==> config.mk <==
export PLATFORM = sky130hd
export DESIGN_NAME = chip_select_unit
export DESIGN_NICKNAME = d
export VERILOG_FILES = /design/src/rtl/csu_pkg.sv /design/src/rtl/csu_regs.sv /design/src/rtl/csu_decode.sv /design/src/rtl/csu_ack.sv /design/src/rtl/chip_select_unit.sv
export SDC_FILE = /design/constraint.sdc
export NUM_CORES = 1
export LEC_CHECK = 0
export BUFFER_PORTS_ARGS = -buffer_cell sky130_fd_sc_hd__clkbuf_2
export CAP_MARGIN = 20
export CORE_ASPECT_RATIO = 1.5
export CORE_MARGIN = 2
export CORE_UTILIZATION = 45
export CTS_CLUSTER_SIZE = 10
export DETAILED_ROUTE_END_ITERATION = 8
export GPL_ROUTABILITY_DRIVEN = 0
export SETUP_SLACK_MARGIN = 0.3
export SLEW_MARGIN = 20
export SYNTH_ARGS = -nofsm -noshare
export SYNTH_HDL_FRONTEND = slang
export SYNTH_SLANG_ARGS = --single-unit
==> constraint.sdc <==
create_clock -name clk -period 8.95 [get_ports clk]
set_input_delay 0.895 -clock clk [delete_from_list [all_inputs] [get_ports clk]]
set_output_delay 0.895 -clock clk [all_outputs]
set_load 0.1 [all_outputs]
==> src/rtl/csu_pkg.sv <==
// Package: shared widths, register select codes and control-word layout for
// the chip-select unit. Assumes a 16-bit page compare and 4-bit wait counts.
package csu_pkg;
    localparam int CSU_PAGE_W = 16;
    localparam int CSU_WAIT_W = 4;
    localparam int CSU_DATA_W = 32;
    localparam int CSU_IDX_W  = 6;
    localparam int CSU_PS_W   = 2;

    localparam logic [CSU_PS_W-1:0]   CSU_PS_16   = 2'b10;
    localparam logic [CSU_WAIT_W-1:0] CSU_BOOT_WS = '1;

    // Longword slot inside a channel's four-word window.
    typedef enum logic [1:0] {
        SEL_BASE = 2'd0,
        SEL_MASK = 2'd1,
        SEL_CTL  = 2'd2,
        SEL_RSVD = 2'd3
    } csu_sel_e;

    // Packs a control longword: [7:6] port code, [4] ack enable, [3:0] waits.
    function automatic logic [CSU_DATA_W-1:0] pack_ctl(input logic aa,
                                                       input logic [CSU_WAIT_W-1:0] ws);
        logic [CSU_DATA_W-1:0] w;
        w      = '0;
        w[7:6] = CSU_PS_16;
        w[4]   = aa;
        w[CSU_WAIT_W-1:0] = ws;
        return w;
    endfunction
endpackage

==> src/rtl/csu_regs.sv <==
// Register bank: holds base page, mask, valid, ack enable and wait count for
// each channel, and the sticky boot flag. Assumes writes arrive as full
// longwords; reads are combinational. Port code is fixed to the 16-bit value.
module csu_regs
    import csu_pkg::*;
#(
    parameter int NUM_CH = 4
) (
    input  logic                                   clk,
    input  logic                                   rst_n,
    input  logic [CSU_IDX_W-1:0]                   reg_idx,
    input  logic                                   reg_we,
    input  logic [CSU_DATA_W-1:0]                  reg_wdata,
    output logic [CSU_DATA_W-1:0]                  reg_rdata,
    output logic [NUM_CH-1:0][CSU_PAGE_W-1:0]      base_o,
    output logic [NUM_CH-1:0][CSU_PAGE_W-1:0]      mask_o,
    output logic [NUM_CH-1:0]                      valid_o,
    output logic [NUM_CH-1:0]                      aa_o,
    output logic [NUM_CH-1:0][CSU_WAIT_W-1:0]      wait_o,
    output logic                                   boot_o
);
    localparam int CH_FIELD_W = CSU_IDX_W - 2;

    logic [CH_FIELD_W-1:0] ch_field;
    csu_sel_e              sel;
    logic                  ch_in_range;
    logic                  boot_q;

    assign ch_field    = reg_idx[CSU_IDX_W-1:2];
    assign sel         = csu_sel_e'(reg_idx[1:0]);
    assign ch_in_range = (int'(ch_field) < NUM_CH);

    // Boot flag: set by reset, cleared forever by a valid write to channel 0.
    always_ff @(posedge clk) begin
        if (!rst_n)
            boot_q <= 1'b1;
        else if (reg_we && ch_field == '0 && sel == SEL_MASK && reg_wdata[0])
            boot_q <= 1'b0;
    end
    assign boot_o = boot_q;

    genvar g;
    generate
        for (g = 0; g < NUM_CH; g++) begin : g_ch
            logic wr_hit;
            assign wr_hit = reg_we && ch_in_range && (int'(ch_field) == g);

            // Per-channel storage with channel 0 taking the boot control defaults.
            always_ff @(posedge clk) begin
                if (!rst_n) begin
                    base_o[g]  <= '0;
                    mask_o[g]  <= '0;
                    valid_o[g] <= 1'b0;
                    aa_o[g]    <= (g == 0);
                    wait_o[g]  <= (g == 0) ? CSU_BOOT_WS : '0;
                end else if (wr_hit) begin
                    case (sel)
                        SEL_BASE: base_o[g] <= reg_wdata[CSU_PAGE_W-1:0];
                        SEL_MASK: begin
                            mask_o[g]  <= reg_wdata[CSU_DATA_W-1 -: CSU_PAGE_W];
                            valid_o[g] <= reg_wdata[0];
                        end
                        SEL_CTL: begin
                            aa_o[g]   <= reg_wdata[4];
                            wait_o[g] <= reg_wdata[CSU_WAIT_W-1:0];
                        end
                        default: ;
                    endcase
                end
            end
        end
    endgenerate

    // Read mux: reserved slots and out-of-range channels return zero.
    always_comb begin
        reg_rdata = '0;
        for (int i = 0; i < NUM_CH; i++) begin
            if (ch_in_range && int'(ch_field) == i) begin
                case (sel)
                    SEL_BASE: reg_rdata = {{(CSU_DATA_W-CSU_PAGE_W){1'b0}}, base_o[i]};
                    SEL_MASK: reg_rdata = {mask_o[i], {(CSU_DATA_W-CSU_PAGE_W-1){1'b0}}, valid_o[i]};
                    SEL_CTL:  reg_rdata = pack_ctl(aa_o[i], wait_o[i]);
                    default:  reg_rdata = '0;
                endcase
            end
        end
    end

    AST_BOOT_STICKY: assert property (@(posedge clk) disable iff (!rst_n)
        !boot_q |=> !boot_q);
    AST_BOOT_EXIT: assert property (@(posedge clk) disable iff (!rst_n)
        (reg_we && reg_idx == CSU_IDX_W'(1) && reg_wdata[0]) |=> !boot_q);
endmodule

==> src/rtl/csu_decode.sv <==
// Page decoder: compares the access page against every valid channel and
// picks the lowest-numbered hit; in boot mode forces channel 0 alone.
// Assumes bus_page is stable while bus_stb is high.
module csu_decode
    import csu_pkg::*;
#(
    parameter int NUM_CH = 4,
    localparam int CH_W  = (NUM_CH > 1) ? $clog2(NUM_CH) : 1
) (
    input  logic                              clk,
    input  logic                              rst_n,
    input  logic                              bus_stb,
    input  logic [CSU_PAGE_W-1:0]             bus_page,
    input  logic [NUM_CH-1:0][CSU_PAGE_W-1:0] base_i,
    input  logic [NUM_CH-1:0][CSU_PAGE_W-1:0] mask_i,
    input  logic [NUM_CH-1:0]                 valid_i,
    input  logic                              boot_i,
    output logic [NUM_CH-1:0]                 cs_n,
    output logic                              hit,
    output logic [CH_W-1:0]                   win
);
    logic [NUM_CH-1:0] match;
    logic              any_match;

    genvar g;
    generate
        for (g = 0; g < NUM_CH; g++) begin : g_cmp
            // Masked page compare for one channel.
            assign match[g] = valid_i[g] &&
                ((bus_page & ~mask_i[g]) == (base_i[g] & ~mask_i[g]));
        end
    endgenerate

    // Priority pick: scanning downward leaves the lowest matching index.
    always_comb begin
        win       = '0;
        any_match = 1'b0;
        for (int i = NUM_CH - 1; i >= 0; i--) begin
            if (match[i]) begin
                win       = CH_W'(i);
                any_match = 1'b1;
            end
        end
        if (boot_i) begin
            win       = '0;
            any_match = 1'b1;
        end
    end

    assign hit = bus_stb && any_match;

    // Select drive: only the winning channel goes low, and only during a strobe.
    always_comb begin
        cs_n = '1;
        if (hit)
            cs_n[win] = 1'b0;
    end

    AST_BOOT_CS0: assert property (@(posedge clk) disable iff (!rst_n)
        (boot_i && bus_stb) |-> (cs_n == {{(NUM_CH-1){1'b1}}, 1'b0}));
    AST_ONE_CS: assert property (@(posedge clk) disable iff (!rst_n)
        $onehot0(~cs_n));
    AST_IDLE_DESEL: assert property (@(posedge clk) disable iff (!rst_n)
        !bus_stb |-> (&cs_n));
endmodule

==> src/rtl/csu_ack.sv <==
// Wait-state timer: counts strobe cycles from the start of an access and
// raises a one-cycle acknowledge when the count equals the wait setting.
// Assumes the strobe drops between accesses.
module csu_ack
    import csu_pkg::*;
(
    input  logic                  clk,
    input  logic                  rst_n,
    input  logic                  bus_stb,
    input  logic                  hit,
    input  logic                  aa_en,
    input  logic [CSU_WAIT_W-1:0] wait_cnt,
    output logic                  ack
);
    localparam int CNT_W = CSU_WAIT_W + 1;
    localparam logic [CNT_W-1:0] CNT_MAX = CNT_W'(1 << CSU_WAIT_W);

    logic [CNT_W-1:0] cnt_q;

    // Strobe-cycle counter, saturating past the largest wait so ack cannot repeat.
    always_ff @(posedge clk) begin
        if (!rst_n || !bus_stb)
            cnt_q <= '0;
        else if (cnt_q != CNT_MAX)
            cnt_q <= cnt_q + 1'b1;
    end

    assign ack = hit && aa_en && (cnt_q == {1'b0, wait_cnt});

    AST_ACK_PULSE: assert property (@(posedge clk) disable iff (!rst_n)
        ack |=> !ack);
    AST_ACK_NEEDS_HIT: assert property (@(posedge clk) disable iff (!rst_n)
        ack |-> (hit && bus_stb));
endmodule

==> src/rtl/chip_select_unit.sv <==
// Top: chip-select unit with boot mode. Ties the register bank, the page
// decoder and the wait-state timer; routes the winner's ack settings to
// the timer. Assumes a single clock and synchronous active-low reset.
module chip_select_unit
    import csu_pkg::*;
#(
    parameter int NUM_CH = 4,
    localparam int CH_W  = (NUM_CH > 1) ? $clog2(NUM_CH) : 1
) (
    input  logic                   clk,
    input  logic                   rst_n,
    input  logic [CSU_PAGE_W-1:0]  bus_page,
    input  logic                   bus_stb,
    input  logic [CSU_IDX_W-1:0]   reg_idx,
    input  logic                   reg_we,
    input  logic [CSU_DATA_W-1:0]  reg_wdata,
    output logic [CSU_DATA_W-1:0]  reg_rdata,
    output logic [NUM_CH-1:0]      cs_n,
    output logic                   auto_ack
);
    logic [NUM_CH-1:0][CSU_PAGE_W-1:0] base_w;
    logic [NUM_CH-1:0][CSU_PAGE_W-1:0] mask_w;
    logic [NUM_CH-1:0]                 valid_w;
    logic [NUM_CH-1:0]                 aa_w;
    logic [NUM_CH-1:0][CSU_WAIT_W-1:0] wait_w;
    logic                              boot_w;
    logic                              hit_w;
    logic [CH_W-1:0]                   win_w;

    csu_regs #(.NUM_CH(NUM_CH)) i_regs (
        .clk       (clk),
        .rst_n     (rst_n),
        .reg_idx   (reg_idx),
        .reg_we    (reg_we),
        .reg_wdata (reg_wdata),
        .reg_rdata (reg_rdata),
        .base_o    (base_w),
        .mask_o    (mask_w),
        .valid_o   (valid_w),
        .aa_o      (aa_w),
        .wait_o    (wait_w),
        .boot_o    (boot_w)
    );

    csu_decode #(.NUM_CH(NUM_CH)) i_decode (
        .clk      (clk),
        .rst_n    (rst_n),
        .bus_stb  (bus_stb),
        .bus_page (bus_page),
        .base_i   (base_w),
        .mask_i   (mask_w),
        .valid_i  (valid_w),
        .boot_i   (boot_w),
        .cs_n     (cs_n),
        .hit      (hit_w),
        .win      (win_w)
    );

    csu_ack i_ack (
        .clk      (clk),
        .rst_n    (rst_n),
        .bus_stb  (bus_stb),
        .hit      (hit_w),
        .aa_en    (aa_w[win_w]),
        .wait_cnt (wait_w[win_w]),
        .ack      (auto_ack)
    );
endmodule

# Word level (Yosys, flattened, before mapping)

Cells that the tools add are included.

Output and inout bits: 37
Bits of input ports: 58
Logic and storage cells: 113
Register bits: 158

Magnitude comparators: 3
Bitwise operators: 13
Add/sub/neg operators: 1
Multiplexer cells: 25
Equal/unequal tests: 11
Reductions and logical operators: 38

Operators by type and width:

| kind                  | number |
|---|---|
| $pmux W32 S3          | 4 |
| $and A16 B16 Y16      | 8 |
| $mux W32              | 4 |
| $eq A16 B16 Y1        | 4 |
| $not A16 Y16          | 4 |
| $reduce_and A2 Y1     | 12 |
| $logic_and A1 B1 Y1   | 20 |
| $mux W2               | 5 |
| $bmux W4 S2           | 1 |
| $eq A4 B3 Y1 const B  | 2 |
| $logic_not A4 Y1      | 2 |
| $mux W4               | 2 |
| $mux W1               | 7 |
| $add A5 B1 Y5 const B | 1 |
| $eq A5 B4 Y1          | 1 |
| $ne A5 B5 Y1 const B  | 1 |
| $eq A4 B2 Y1 const B  | 1 |
| $lt A4 B3 Y1 const B  | 1 |
| $not A4 Y4            | 1 |
| $lt A2 B3 Y1 const B  | 1 |
| $bmux W1 S2           | 1 |
| $demux W1 S2          | 1 |
| $eq A2 B1 Y1 const B  | 1 |
| $eq A2 B2 Y1 const B  | 1 |
| 4 further kinds       | 5 |

# Longest topological paths before layout

Depth in word-level cells: 15
Mapped depth: 10

# By module

From an unflattened synthesis, not the netlist that was laid out.

Cell total of the unflattened synthesis: 941
Area total of the unflattened synthesis: 8524.4 µm²

Modules (own cells, without submodules):

| module           | area an instance (µm²) | cells an instance | seq. area each (µm²) | times used |
|---|---|---|---|---|
| csu_regs         | 7061.8                 | 767               | 3062.9               | 1 |
| csu_decode       | 1056.0                 | 137               | 0.0                  | 1 |
| csu_ack          | 282.8                  | 31                | 100.1                | 1 |
| chip_select_unit | 123.9                  | 6                 | 0.0                  | 1 |

# Least setup slack after synthesis

Ideal clock, no wire load.

Path kind: in2out
Start point: input port bus_page[6]
End point: output port auto_ack
Arrival: 4873 ps
Cell stages on the path: 10
Setup slack: 3182 ps
Data required time: 8055 ps
Path buffers: 2
Cells stage by stage: buf_2 xnor2_1 o22ai_1 or4_1 or3_1 buf_6 a32oi_1 a31oi_1 a2111o_1 a2111oi_2

Word-level cells in the longest chain between the ends: 12

Ends and longest elaborated chain:

| item                                                            | RTL line                                       | RTL |
|---|---|---|
| from (decl)                                                     | chip_select_unit.sv:12                         | `input logic [CSU_PAGE_W-1:0] bus_page,` |
| $and A16 B16 Y16                                                | csu_decode.sv:30                               | `((bus_page & ~mask_i[g]) == (base_i[g] & ~mask_i[g]));` |
| $eq A16 B16 Y1                                                  | csu_decode.sv:30                               |  |
| $logic_and A1 B1 Y1                                             | csu_decode.sv:29                               | `assign match[g] = valid_i[g] &&` |
| $mux W2 (4 in series)                                           | csu_decode.sv:39                               | `if (match[i]) begin` |
| $mux W2                                                         | csu_decode.sv:44                               | `if (boot_i) begin` |
| $bmux W4 S2 / $bmux W1 S2 (equally long branches)               | chip_select_unit.sv:65, chip_select_unit.sv:64 |  |
| $mux W4 (implied by the code) / $mux W1 (equally long branches) | chip_select_unit.sv:65, chip_select_unit.sv:64 |  |
| $eq A5 B4 Y1 / $logic_and A1 B1 Y1 (equally long branches)      | csu_ack.sv:28                                  | `assign ack = hit && aa_en && (cnt_q == {1'b0, wait_cnt});` |
| $logic_and A1 B1 Y1 (*)                                         | csu_ack.sv:28                                  |  |
| to (decl)                                                       | chip_select_unit.sv:19                         | `output logic auto_ack` |

Every way passes the cells marked *; elsewhere a longest branch is shown, timed or not. The select of a mux whose other input is x is not followed.

# Final worst setup path

Start point: input port bus_page[4]
End point: output port auto_ack

The elaborated chain is that of the path after synthesis.

==> flow_metrics.tcl <==
set metrics [dict create \
    relSlewSlack_pct 32.1 \
    gr-total-overflow 0 \
    wl_um 31000 \
    mostFrequentLayoutCells "nand2_1, dfxtp_1, a21boi_0" \
    post_cts_buffers 0 \
    cap_violations 0 \
    end_kind "output port" \
    worstSetupStartpointType "input port" \
    cts_sinks 158 \
    synth-edff-count 0 \
    vdd_drop_max_mv 0.131 \
    synth_top_area_cell "dfxtp_1" \
    clk_pin_slew_ps 60 \
    fin_cells 1394 \
    htreeDepth 4 \
    layout-drive-gt1-share_pct 14.5 \
    cp.arrival_ps 4280 \
    place_inst 1360 \
    place_area_mm2 0.00912 \
    slew_viol_final 0 \
    root_buffer "clkbuf_16" \
    start_util_pct 46.0 \
    final.period_utilization_pct 57.8 \
    min_period_ps 5170 \
    status "completed" \
    p_switching_mw 0.399 \
    hold_violations 0 \
    netlist_area_mm2 0.00858 \
    cp_data_required_time_ps 8060 \
    power.density_mw_per_mm2 164 \
    avgSynthCellArea_um2 7.88 \
    dieArea_mm2 0.0202 \
    grt_max_degree 84 \
    holdBufCountCts 0 \
    synthCells 1088 \
    post_cts_resize_count 0 \
    die_w_um 117 \
    drtIter0Drc 784 \
    routedWlPerCell_um 22.3 \
    syn-num-nets 1148 \
    grt_pass1_vias 7762 \
    clk_latency_ps 430 \
    final_common_cell "nand2_1" \
    setup_violations 0 \
    cts_buffers 17 \
    hold_class "flop to flop" \
    clock.fmax_mhz 193 \
    async_flop_share_pct 0 \
    sequentialPowerShare_pct 44.5 \
    leakage_nw 3.39 \
    drc 0 \
    synth_warnings 0 \
    fin_nets 1188 \
    ys_types 53 \
    swShare_pct 25.0 \
    clkPwrFrac_pct 47.4 \
    ant_nets 0 \
    cts_tree "done" \
    rsz0062_at_grt "false" \
    worstMarginPinSlew_ps 1020 \
    path_class "input port to output port" \
    clock_skew_ps 0.692 \
    syn_to_final_growth_pct 13.5 \
    ios 95 \
    vias_per_cell 5.78 \
    internal_power_mw 1.20 \
    dp_hpwl_um 22100 \
    grt_pass1_wl_um 47000 \
    path_max_fanout 11 \
    synth_flop_cell "dfxtp_1" \
    synth_top_area_share_pct 36.9 \
    coreArea_mm2 0.0186 \
    io_buffers 94 \
    combPwrFrac_pct 8.2 \
    yosys-top-cells-area "dfxtp_1, nand2_1, a21boi_0" \
    dp_slack_ps 3870 \
    synth_seq_cells 158 \
    antenna_found_initial 1 \
    final_cell_area_mm2 0.00974 \
    clockBufferDepth 2 \
    fin_util_pct 52.3 \
    track_usage_pct 31.3 \
    setup_tns_ps 0 \
    fin_ws_ps 3780 \
    yosysSeqAreaShare_pct 36.9 \
    vias 8059 \
    rows 61 \
    die_h_um 173 \
    dr.pass1.iters 5 \
]
==> power groups by stage <==
stage | clock network, mW | registers, mW | logic [mW]
6_report | 0.757 | 0.710 | 0.131
3_5_place_dp | 0 | 0.726 | 0.128
4_1_cts | 0.766 | 0.710 | 0.129
3_3_place_gp | 0 | 0.726 | 0.129
5_1_grt | 0.796 | 0.710 | 0.138
2_1_floorplan | 0 | 0.724 | 0.0840
==> layout make-up <==
cell class | instances | area [µm²]
Fill cell | 1897 | 8890
Inverter | 10 | 37.5
Sequential cell | 158 | 3160
Antenna cell | 1 | 2.50
Tap cell | 252 | 315
Timing Repair Buffer | 106 | 567
Clock inverter | 13 | 160
Clock buffer | 19 | 443
Multi-Input combinational cell | 835 | 5050
==> registers in the layout, summed over array words and instances (netlist names) <==
register        cells
i_regs.boot_o       1
i_regs.valid_o      4
i_regs.base_o      64
i_ack.cnt_q         5
i_regs.wait_o      16
i_regs.aa_o         4
i_regs.mask_o      64
==> synthesized netlist by cell type, types with 3 or more instances <==
master,number
nor2b_1,19
dfxtp_1,158
a31oi_1,4
xor2_1,3
clkbuf_1,62
a21boi_0,132
nand4_1,10
nand3_1,11
inv_1,10
nand2b_1,4
clkbuf_2,7
o21ai_0,33
or3_1,3
nor2_1,47
and3_1,4
nand2_1,313
a22oi_1,26
xnor2_2,3
a21oi_1,4
xnor2_1,63
or2_2,6
buf_6,5
o22ai_1,36
buf_1,8
mux2i_1,66
buf_2,3
o211ai_1,3
nor3_1,14
==> per-layer routing <==
metal	track usage [%]	part of all wire, %	vias to the layer above
met5	0	0	-
met4	20.4	7.1	0
met3	5.19	6.0	108
met2	51.2	49	350
met1	37.1	38	3815
li1	-	-	3786
==> final timing paths <==
kind | from | endpoint | slack, ps | cells after the start
worst max-delay path | bus_page[4] | auto_ack | 3780 | 10
worst min-delay path | i_regs.boot_o$_SDFFE_PN1P_ | i_regs.boot_o$_SDFFE_PN1P_ | 470 | 2
worst max register to register | i_ack.cnt_q[0]$_SDFFE_PP0P_ | i_ack.cnt_q[1]$_SDFFE_PP0P_ | 7490 | 6
worst min register to register | i_regs.boot_o$_SDFFE_PN1P_ | i_regs.boot_o$_SDFFE_PN1P_ | 470 | 2
==> worst max-delay path, stage by stage <==
cell       delay [ps]
clkbuf_2          150
xnor2_1           380
o22ai_1           190
or3_1             450
or3_1             570
a31oi_2           280
o211ai_1          130
a2111o_1          400
a2111oi_2         330
clkbuf_2          510
==> cell families after synthesis <==
| family | count (synthesis) | share of synthesized area, % |
|---|---|---|
| xor+xnor | 69 | 7.31 |
| buf+inv | 95 | 4.74 |
| simple gates | 442 | 21.8 |
| fa+ha+maj | 2 | 0.292 |
| flops | 158 | 36.9 |
| mux | 68 | 8.10 |
| compound gates | 254 | 20.9 |
==> stage by stage <==
stage / hold slack (ps) / power (mW)
4_1_cts: 466 / 1.60
3_3_place_gp: 453 / 0.855
5_1_grt: 511 / 1.64
6_report: 465 / 1.60
2_1_floorplan: 435 / 0.808
3_5_place_dp: 459 / 0.855
Note: power is estimated with default switching activity, not from simulation.
